==> config.mk <==
export PLATFORM = sky130hd
export DESIGN_NAME = i2c_cmd_master
export DESIGN_NICKNAME = d
export VERILOG_FILES = /design/src/rtl/icm_pkg.sv /design/src/rtl/icm_tick.sv /design/src/rtl/icm_flags.sv /design/src/rtl/i2c_cmd_master.sv
export SDC_FILE = /design/constraint.sdc
export NUM_CORES = 1
export LEC_CHECK = 0
export BUFFER_PORTS_ARGS = -buffer_cell sky130_fd_sc_hd__buf_2
export CORE_MARGIN = 5
export CORE_UTILIZATION = 47
export DETAILED_ROUTE_END_ITERATION = 16
export PLACE_DENSITY = 0.78
export SYNTH_ARGS = -nofsm -noshare
export SYNTH_HDL_FRONTEND = slang
export SYNTH_SLANG_ARGS = --single-unit
==> constraint.sdc <==
create_clock -name clk -period 2.1 [get_ports clk]
set_clock_uncertainty 0.05 [all_clocks]
set_input_delay 0.21 -clock clk [delete_from_list [all_inputs] [get_ports clk]]
set_output_delay 0.21 -clock clk [all_outputs]
set_load 0.05 [all_outputs]
==> src/rtl/icm_pkg.sv <==
package icm_pkg;
  typedef enum logic [1:0] {ST_IDLE, ST_START, ST_BIT, ST_STOP} icm_state_e;

  // command word bit positions
  localparam int CB_DIR     = 16;
  localparam int CB_MASTER  = 17;
  localparam int CB_START   = 19;
  localparam int CB_STOP    = 20;
  localparam int CB_RETAIN  = 21;
  localparam int CB_NAKLAST = 25;
  localparam int CB_RUN     = 29;

  // flag bit positions
  localparam int FL_WERR  = 0;
  localparam int FL_ARB   = 3;
  localparam int FL_EARLY = 4;
  localparam int FL_NAK   = 5;
  localparam int FL_DONE  = 6;
  localparam int FL_FREE  = 7;
endpackage

==> src/rtl/icm_tick.sv <==
module icm_tick #(
  parameter int DIV = 5
) (
  input  logic clk,
  input  logic rst_n,
  input  logic clr,
  input  logic en,
  output logic tick
);
  localparam int TW = (DIV > 1) ? $clog2(DIV) : 1;
  logic [TW-1:0] cnt;

  assign tick = en && (cnt == TW'(DIV - 1));

  always_ff @(posedge clk or negedge rst_n) begin
    if (!rst_n)                  cnt <= '0;
    else if (clr || !en || tick) cnt <= '0;
    else                         cnt <= cnt + 1'b1;
  end
endmodule

==> src/rtl/icm_flags.sv <==
module icm_flags #(
  parameter int W = 8
) (
  input  logic         clk,
  input  logic         rst_n,
  input  logic [W-1:0] set,
  input  logic [W-1:0] clr,
  input  logic [W-1:0] en,
  output logic [W-1:0] flags_q,
  output logic         irq
);
  for (genvar i = 0; i < W; i++) begin : g_bit
    always_ff @(posedge clk or negedge rst_n) begin
      if (!rst_n)      flags_q[i] <= 1'b0;
      else if (set[i]) flags_q[i] <= 1'b1;
      else if (clr[i]) flags_q[i] <= 1'b0;
    end
  end

  assign irq = |(flags_q & en);

  // a flag not cleared stays set
  assert_flags_sticky_R11: assert property (@(posedge clk) disable iff (!rst_n)
    1'b1 |=> ((flags_q & $past(flags_q & ~clr)) == $past(flags_q & ~clr)));
endmodule

==> src/rtl/i2c_cmd_master.sv <==
module i2c_cmd_master
  import icm_pkg::*;
#(
  parameter int DIV    = 5,
  parameter int CNT_W  = 16,
  parameter int DATA_W = 32,
  parameter int FLAG_W = 8
) (
  input  logic              clk,
  input  logic              rst_n,
  input  logic              cmd_we,
  input  logic [31:0]       cmd_wdata,
  input  logic              data_we,
  input  logic [DATA_W-1:0] data_wdata,
  output logic [DATA_W-1:0] data_rdata,
  input  logic              nak_clr,
  input  logic [FLAG_W-1:0] flag_clr,
  input  logic [FLAG_W-1:0] irq_en,
  output logic [FLAG_W-1:0] flags,
  output logic              irq,
  output logic              run,
  output logic              got_nak,
  output logic              bus_busy,
  output logic              clk_busy,
  input  logic              scl_in,
  input  logic              sda_in,
  output logic              scl_drive_low,
  output logic              sda_drive_low
);
  localparam int NBYTES = DATA_W / 8;
  localparam int BI_W   = (NBYTES > 1) ? $clog2(NBYTES) : 1;

  icm_state_e        st;
  logic [1:0]        ph;
  logic [3:0]        bitn;
  logic [BI_W-1:0]   byten, cnt_m1;
  logic              dir_q, stop_q, retain_q, naklast_q;
  logic [DATA_W-1:0] data_q;
  logic [7:0]        rx_sh;
  logic              scl_lo, sda_lo, run_q, nak_q, busy_q;
  logic              tick;
  logic [FLAG_W-1:0] fset;

  logic unused_cmd_bits;
  assign unused_cmd_bits = ^{cmd_wdata[31:30], cmd_wdata[28:26], cmd_wdata[24:22],
                             cmd_wdata[18], scl_in};

  // command decode
  wire [CNT_W-1:0] req_cnt   = cmd_wdata[CNT_W-1:0];
  wire             start_req = cmd_we && cmd_wdata[CB_RUN] && !run_q && !nak_q;
  wire             bad_cmd   = (req_cnt == '0) || (req_cnt > CNT_W'(NBYTES)) ||
                               !cmd_wdata[CB_MASTER];
  wire             launch    = start_req && !bad_cmd;
  wire             early     = start_req && bad_cmd;

  // bit level
  wire [7:0] cur_byte  = data_q[{byten, 3'b000} +: 8];
  wire       tx_bit    = cur_byte[3'd7 - bitn[2:0]];
  wire       last_byte = (byten == cnt_m1);
  wire       sample    = tick && (ph == 2'd3);
  wire       in_bit    = (st == ST_BIT);
  wire       ack_slot  = (bitn == 4'd8);
  wire       ev_arb    = sample && in_bit && !ack_slot && dir_q && tx_bit && !sda_in;
  wire       ev_nak    = sample && in_bit && ack_slot && dir_q && sda_in;
  wire       byte_end  = sample && in_bit && ack_slot && !ev_nak;
  wire       ev_stop   = sample && (st == ST_STOP);
  wire       ev_done   = (byte_end && last_byte && !stop_q) || ev_stop;

  logic drive_bit;
  always_comb begin
    if (!ack_slot) drive_bit = dir_q ? !tx_bit : 1'b0;
    else           drive_bit = dir_q ? 1'b0 : !(last_byte && naklast_q);
  end

  icm_tick #(.DIV(DIV)) u_tick (
    .clk(clk), .rst_n(rst_n), .clr(launch), .en(st != ST_IDLE), .tick(tick)
  );

  always_comb begin
    fset           = '0;
    fset[FL_WERR]  = data_we && run_q;
    fset[FL_ARB]   = ev_arb;
    fset[FL_EARLY] = early;
    fset[FL_NAK]   = ev_nak;
    fset[FL_DONE]  = ev_done;
    fset[FL_FREE]  = ev_stop;
  end

  icm_flags #(.W(FLAG_W)) u_flags (
    .clk(clk), .rst_n(rst_n), .set(fset), .clr(flag_clr), .en(irq_en),
    .flags_q(flags), .irq(irq)
  );

  always_ff @(posedge clk or negedge rst_n) begin
    if (!rst_n) begin
      st <= ST_IDLE;  ph <= '0;  bitn <= '0;  byten <= '0;  cnt_m1 <= '0;
      dir_q <= 1'b0;  stop_q <= 1'b0;  retain_q <= 1'b0;  naklast_q <= 1'b0;
      data_q <= '0;  rx_sh <= '0;  scl_lo <= 1'b0;  sda_lo <= 1'b0;
      run_q <= 1'b0;  nak_q <= 1'b0;  busy_q <= 1'b0;
    end else begin
      if (nak_clr) nak_q <= 1'b0;
      if (data_we && !run_q) data_q <= data_wdata;
      if (launch) begin
        run_q     <= 1'b1;
        dir_q     <= cmd_wdata[CB_DIR];
        stop_q    <= cmd_wdata[CB_STOP];
        retain_q  <= cmd_wdata[CB_RETAIN];
        naklast_q <= cmd_wdata[CB_NAKLAST];
        cnt_m1    <= BI_W'(req_cnt - 1'b1);
        st        <= cmd_wdata[CB_START] ? ST_START : ST_BIT;
        ph <= '0;  bitn <= '0;  byten <= '0;
        if (!cmd_wdata[CB_DIR]) data_q <= '0;
      end else if (tick) begin
        ph <= ph + 1'b1;
        unique case (st)
          ST_START: begin
            unique case (ph)
              2'd0: if (busy_q) scl_lo <= 1'b1;
              2'd1: sda_lo <= 1'b0;
              2'd2: scl_lo <= 1'b0;
              default: begin
                sda_lo <= 1'b1;
                busy_q <= 1'b1;
                st     <= ST_BIT;
                bitn   <= '0;
              end
            endcase
          end
          ST_BIT: begin
            unique case (ph)
              2'd0: scl_lo <= 1'b1;
              2'd1: sda_lo <= drive_bit;
              2'd2: scl_lo <= 1'b0;
              default: begin
                if (ev_arb) begin
                  scl_lo <= 1'b0;  sda_lo <= 1'b0;
                  busy_q <= 1'b0;  run_q  <= 1'b0;  st <= ST_IDLE;
                end else if (ev_nak) begin
                  nak_q <= 1'b1;  run_q <= 1'b0;  st <= ST_IDLE;
                end else if (ack_slot) begin
                  if (!dir_q) data_q[{byten, 3'b000} +: 8] <= rx_sh;
                  if (last_byte) begin
                    if (stop_q) st <= ST_STOP;
                    else begin
                      scl_lo <= retain_q;  run_q <= 1'b0;  st <= ST_IDLE;
                    end
                  end else begin
                    byten <= byten + 1'b1;
                    bitn  <= '0;
                  end
                end else begin
                  bitn <= bitn + 1'b1;
                  if (!dir_q) rx_sh <= {rx_sh[6:0], sda_in};
                end
              end
            endcase
          end
          ST_STOP: begin
            unique case (ph)
              2'd0: scl_lo <= 1'b1;
              2'd1: sda_lo <= 1'b1;
              2'd2: scl_lo <= 1'b0;
              default: begin
                sda_lo <= 1'b0;  busy_q <= 1'b0;  run_q <= 1'b0;  st <= ST_IDLE;
              end
            endcase
          end
          default: ;
        endcase
      end
    end
  end

  assign data_rdata    = data_q;
  assign run           = run_q;
  assign got_nak       = nak_q;
  assign bus_busy      = busy_q;
  assign clk_busy      = (st != ST_IDLE);
  assign scl_drive_low = scl_lo;
  assign sda_drive_low = sda_lo;

  // halted engine never starts a segment
  assert_halt_blocks_run_R7: assert property (@(posedge clk) disable iff (!rst_n)
    (nak_q && !run_q && !nak_clr) |=> !run_q);
  // within a bit, SDA moves only while SCL is held low
  assert_sda_moves_scl_low_R2: assert property (@(posedge clk) disable iff (!rst_n)
    (st == ST_BIT && $past(st) == ST_BIT && !scl_lo && !$past(scl_lo)) |-> $stable(sda_lo));
  // refused write keeps the transmit word
  assert_busy_write_ignored_R10: assert property (@(posedge clk) disable iff (!rst_n)
    (data_we && run_q && dir_q) |=> $stable(data_q));
  // bad command never enters the engine
  assert_early_no_run_R8: assert property (@(posedge clk) disable iff (!rst_n)
    early |=> (!run_q && st == ST_IDLE && flags[FL_EARLY]));
  // bit index never passes the acknowledge slot
  assert_bit_index_R2: assert property (@(posedge clk) disable iff (!rst_n)
    (st == ST_BIT) |-> (bitn <= 4'd8));
endmodule

After elaboration in Yosys (flattened, before gate mapping)
Index checks and enable logic that the tools add are counted.
{"block": "classes", "order_cmp": 2, "muxes": 95, "bitwise_logic": 7, "shift": 3, "addsub": 7, "reduce_logical": 65, "n_eq_ne": 38}
{"op": "32-bit two-way mux", "count": 10}
{"op": "2-bit two-way mux", "count": 21}
{"op": "7-bit AND reduction", "count": 6}
{"op": "1-bit two-way mux", "count": 41}
{"op": "32-bit bitwise mux", "count": 1}
{"op": "4-bit two-way mux", "count": 8}
{"op": "8-bit by 7-bit variable shift with 32-bit output, first input constant", "count": 1}
{"op": "32-bit by 6-bit indexed part select with 8-bit output", "count": 1}
{"op": "8-bit by 7-bit indexed part select with 32-bit output", "count": 1}
{"op": "1-bit logical AND", "count": 22}
{"op": "5-bit by 2-bit inequality test with 1-bit output, second input constant", "count": 4}
{"op": "2-bit nonzero test", "count": 10}
{"op": "16-bit by 3-bit > comparator with 1-bit output, second input constant", "count": 1}
{"op": "16-bit logical NOT", "count": 1}
{"op": "3-bit by 2-bit inequality test with 1-bit output, second input constant", "count": 5}
{"op": "2-bit inequality test, second input constant", "count": 7}
{"op": "1-bit case mux with 2 select lines", "count": 6}
{"op": "1-bit case mux with 3 select lines", "count": 4}
{"op": "1-bit logical NOT", "count": 11}
{"op": "11-bit AND reduction", "count": 1}
{"op": "2-bit by 1-bit inequality test with 1-bit output, second input constant", "count": 5}
{"op": "5-bit by 1-bit inequality test with 1-bit output, second input constant", "count": 2}
{"op": "3-bit nonzero test", "count": 3}
{"op": "8-bit bitwise AND", "count": 1}
{"op": "28 further kinds", "count": 44}
{"block": "word_totals", "ff_bits": 70, "in_bits": 87, "output_inout_bits": 47, "word_cells": 240}

Longest topological paths before layout
{"block": "depth", "ltp_word": 13, "ltp_mapped": 10, "mapped_depth_nobuf": 8}

Modules after synthesis
From an unflattened synthesis, not the netlist that was laid out.
{"block": "unflattened", "cells_unflattened": 454, "area_unflattened_um2": 4451.8}
{"module": "i2c_cmd_master", "cells_per_inst": 410, "area_each_um2": 3958.8, "n_inst": 1, "seq_area_each_um2": 1526.5}
{"module": "icm_flags", "cells_per_inst": 29, "area_each_um2": 327.8, "n_inst": 1, "seq_area_each_um2": 200.2}
{"module": "icm_tick", "cells_per_inst": 15, "area_each_um2": 165.2, "n_inst": 1, "seq_area_each_um2": 75.1}

Least setup slack after synthesis
Ideal clock, no wire load.
{"block": "synth_path", "kind": "register -> register", "startpoint": "register st[0]", "endpoint": "register rx_sh[0]", "setup_ps": 125, "stages_incl_launch_ff": 10, "arrival_ps": 2160, "slack_ps": -235, "t_required_ps": 1925, "synth_period_minus_slack_ps": 2335, "n_path_buf": 3, "cell_sequence": "dfrtp_1 > buf_2 > nor2_1 > inv_1 > and3_1 > clkbuf_1 > nand2_1 > or3_1 > buf_2 > mux2_2"}
{"block": "synth_between", "elab_chain_cells": 10, "elab_cells_between_ends": 15, "cone_classes": "1 x eq/ne; 2 x bitwise; 12 x reduce/logical"}
{"item": "start, declared", "line": "i2c_cmd_master.sv:33", "rtl": "icm_state_e st;"}
{"item": "start signal, assigned", "line": "i2c_cmd_master.sv:110", "rtl": "st <= cmd_wdata[CB_START] ? ST_START : ST_BIT;"}
{"item": "2-bit nonzero test (*)"}
{"item": "named net clk_busy", "line": "i2c_cmd_master.sv:24", "rtl": "output logic clk_busy,"}
{"item": "1-bit logical AND (*)", "line": "icm_tick.sv:13", "rtl": "assign tick = en && (cnt == TW'(DIV - 1));"}
{"item": "1-bit logical AND", "line": "i2c_cmd_master.sv:60", "rtl": "wire sample = tick && (ph == 2'd3);"}
{"item": "1-bit logical AND", "line": "i2c_cmd_master.sv:63, i2c_cmd_master.sv:64"}
{"item": "1-bit logical AND (4 in series)", "line": "i2c_cmd_master.sv:63", "rtl": "wire ev_arb = sample && in_bit && !ack_slot && dir_q && tx_bit && !sda_in;"}
{"item": "1-bit inverter (no source line)"}
{"item": "8-bit AND reduction (no source line) (*)"}
{"item": "end signal, assigned", "line": "i2c_cmd_master.sv:153", "rtl": "if (!dir_q) rx_sh <= {rx_sh[6:0], sda_in};"}
{"item": "end, declared", "line": "i2c_cmd_master.sv:39", "rtl": "logic [7:0] rx_sh;"}
Mark *: on every way through the listed nets, which the timed path passes. The rest lies on a longest branch.
A chain may end at the register's enable or synchronous reset.

Final worst setup path
{"block": "layout_path", "startpoint": "register byten[1]", "endpoint": "register bitn[0]"}
{"block": "layout_between", "elab_chain_cells": 7, "elab_cells_between_ends": 9, "cone_classes": "3 x eq/ne; 1 x shift; 2 x mux; 3 x reduce/logical"}
{"item": "start, declared", "line": "i2c_cmd_master.sv:36", "rtl": "logic [BI_W-1:0] byten, cnt_m1;"}
{"item": "start signal, assigned", "line": "i2c_cmd_master.sv:148", "rtl": "byten <= byten + 1'b1;"}
{"item": "32-bit by 6-bit indexed part select with 8-bit output", "line": "i2c_cmd_master.sv:57", "rtl": "wire [7:0] cur_byte = data_q[{byten, 3'b000} +: 8];"}
{"item": "1-bit binary-select mux with 3-bit select", "line": "i2c_cmd_master.sv:58", "rtl": "wire tx_bit = cur_byte[3'd7 - bitn[2:0]];"}
{"item": "1-bit two-way mux (implied by the code)", "line": "i2c_cmd_master.sv:58"}
{"item": "1-bit logical AND (2 in series)", "line": "i2c_cmd_master.sv:63"}
{"item": "3-bit by 2-bit inequality test with 1-bit output (no source line)"}
{"item": "7-bit AND reduction (no source line) (*)"}
{"item": "end signal, assigned", "line": "i2c_cmd_master.sv:152", "rtl": "bitn <= bitn + 1'b1;"}
{"item": "end, declared", "line": "i2c_cmd_master.sv:35", "rtl": "logic [3:0] bitn;"}
Every way passes the cells marked *; elsewhere a longest branch is shown, timed or not. The select of a mux whose other input is x is not followed.

==> qor.yml <==
rsz0062_at_grt: "true"
dr.pass1.iters: 4
place.gp.congestion: 0.979
most-common-layout-cells: "buf_2, buf_4, dfrtp_1"
drive_above_1_share: 0.446
postRouteAntennaNets: 0
crit_path_end: "bitn[0]"
p_per_area_mw_per_mm2: 556
pre_cts_ws_ns: -0.242
port_buffers: 117
violations: "negative setup slack"
dr.first_iter.drc_count: 315
async_flop_share: 1.00
dp_hpwl_um: 10000
pwr-share-seq: 0.441
clock-sinks: 70
clockBufferDepth: 2
synth_cell_types: 58
synth_area_mm2: 0.00419
drc: 0
dr_total_vias: 4103
crit_start: "byten[1]"
hold_viol: 0
drv_cap: 0
final_nets: 710
yosys_warnings: 0
critPathKind: "flop to flop"
crit_arrival_ns: 2.55
grt_start_max_net_pins: 37
root_buffer: "clkbuf_8"
swShare: 0.301
seq_area_frac_synth: 0.418
netlist_instances: 410
areaGrowthSynthToFinish_pct: 43.1
synthMuxAreaShare: 0.163
finalSetupViolCount: 30
worst_skew_pair.late_latency_ns: 0.35
grt.overflow.total: 0
synth_edf_count: 0
status: "finished with violations"
routed_wirelength_um: 13100
grt_pass1_vias: 4382
h-tree-depth: 3
power_frac_clock: 0.367
synth-compound-area-share: 0.164
setup_tns_ns: -5.17
clk_pin_slew_ns: 0.07
reg2reg_from: "byten[1]"
synth_flop_cell: "dfrtp_1"
required_ns: 2.32
worst_hold_slack_ns: 0.0124
power.total_mw: 3.34
cts_made_buffers: 9
syn_avg_cell_area_um2: 10.2
path_max_fanout: 14
ff2ff_path_depth: 8
synth_xor_area_frac: 0.0105
die-area_mm2: 0.0109
grt_pass1_wl_um: 21100
antenna_found_initial: 0
fin_crit_sh: 1.11
synth_top_family_by_area: "compound AO/OA/AOI/OAI gates"
max_clock_freq_ghz: 0.428
die_y_um: 104
period_needed_ns: 2.33
viasPerCell: 5.70
ir_worst_vdd_uv: 317
internal_power_mw: 2.33
combPwrFrac: 0.192
boundaryPins: 134
synthSimpleGateAreaFrac: 0.144
synth-seq-cells: 70
cellLeakagePower_nw: 2.91
worst_slack_ns: -0.235
antenna_cells: 0
drv_slew: 0
p_switching_mw: 1.00
start_util: 0.480
fp.coreArea_mm2: 0.00872
synth_adder_area_share: 0.0448
hp-class: "input pin to flop"
layout.cells.most_common: "buf_2"
row_count: 34
grt_usage: 0.236
cts_tree: "done"
wl_per_cell_um: 18.2
die_w_um: 104
cp-end-kind: "flop"
r2r_slack_ns: -0.23
reg2reg_to: "bitn[0]"
start_kind: "flop"
[area by class of cell]
cell class	instances	area [um^2]
Inverter	27	101
Clock buffer	10	138
Timing Repair Buffer	208	1330
Sequential cell	70	1750
Clock inverter	5	82.6
Tap cell	108	135
Fill cell	655	2730
Multi-Input combinational cell	292	2460
[stage by stage]
step           instance area (um^2)  utilization  std cells
2_1_floorplan                  4200            -        411
3_3_place_gp                   5360        0.615        687
3_5_place_dp                   5360        0.615        687
4_1_cts                        5740        0.658        712
5_1_grt                        6000        0.688        720
6_report                       6000        0.688        720
[synth_stat cells, types with 4 or more instances]
cell type  count  area (um^2)
nand3_1       14         70.1
or3_1          4         25.0
a41oi_1        6         52.6
a21oi_1       11         55.1
nand2_1       29          109
nand4_1        4         25.0
nand2b_1       4         25.0
o22ai_1       18          113
dfrtp_1       70         1750
nor2_1        20         75.1
o21ai_0       15         75.1
nor4_1         7         43.8
mux4_2         4         90.1
clkbuf_1      10         37.5
o2bb2ai_1     13          114
nor4b_1        4         35.0
mux2i_1       57          571
ha_1          15          188
inv_1         27          101
nor3_1        11         55.1
buf_2          6         30.0
[registers in the layout (all words and copies together), names as in the netlist]
| register | cells |
|---|---|
| bitn | 4 |
| bus_busy | 1 |
| byten | 2 |
| cnt_m1 | 2 |
| data_rdata | 32 |
| dir_q | 1 |
| got_nak | 1 |
| naklast_q | 1 |
| ph | 2 |
| retain_q | 1 |
| run | 1 |
| rx_sh | 8 |
| scl_drive_low | 1 |
| sda_drive_low | 1 |
| st | 2 |
| stop_q | 1 |
| u_flags.flags_q | 6 |
| u_tick.cnt | 3 |
[critical path, cell delays in order, from the launching register on]
cell and delay [ns]:
dfrtp_1 0.40, buf_12 0.18, mux2i_2 0.24, mux4_2 0.30
a22oi_4 0.10, and3_2 0.26, buf_4 0.16, or4_1 0.40
a21oi_1 0.17
[logic make-up (layout without fill, tap and decap cells)]
family / count (synthesis) / in the layout
other cells: 1 / 2
compound gates: 90 / 90
xor+xnor: 5 / 5
simple gates: 117 / 117
fa+ha+maj: 15 / 15
flops: 70 / 70
buf+inv: 49 / 250
mux: 63 / 63
[metal layers]
layer  track usage  wire (um)  vias to the layer above
met3        0.0379        819                       39
met1         0.295       5200                     1999
met5             0          0                        -
li1              -          -                     1912
met2         0.403       6730                      153
met4        0.0990        358                        0
[power groups by stage]
| stage | Sequential (mW) | Combinational, mW | Clock [mW] |
|---|---|---|---|
| final | 1.47 | 0.642 | 1.22 |
| after global routing | 1.48 | 0.680 | 1.30 |
| after CTS | 1.47 | 0.628 | 1.24 |
| after detailed placement | 1.49 | 0.615 | 0 |
| after global placement | 1.49 | 0.602 | 0 |
| after floorplan | 1.71 | 0.170 | 0 |
[worst min-delay path by stage]
stage | start | endpoint | depth (start not counted)
global placement | rst_n | ph[0] | 2
finish | cmd_wdata[20] | stop_q | 3
global route | cmd_wdata[20] | stop_q | 3
detailed placement | rst_n | ph[1] | 2
floorplan | rst_n | bitn[0] | 0
CTS | cmd_wdata[20] | stop_q | 3
[repair_timing]
item,in CTS,in global routing
setup endpoints to repair,53,49
gates cloned,0,0
hold buffers,8,0
resized for setup,15,39
pin swaps,2,4
setup buffers,2,8
endpoints found under the hold margin,77,0
Note: power is estimated with default switching activity, not from simulation.
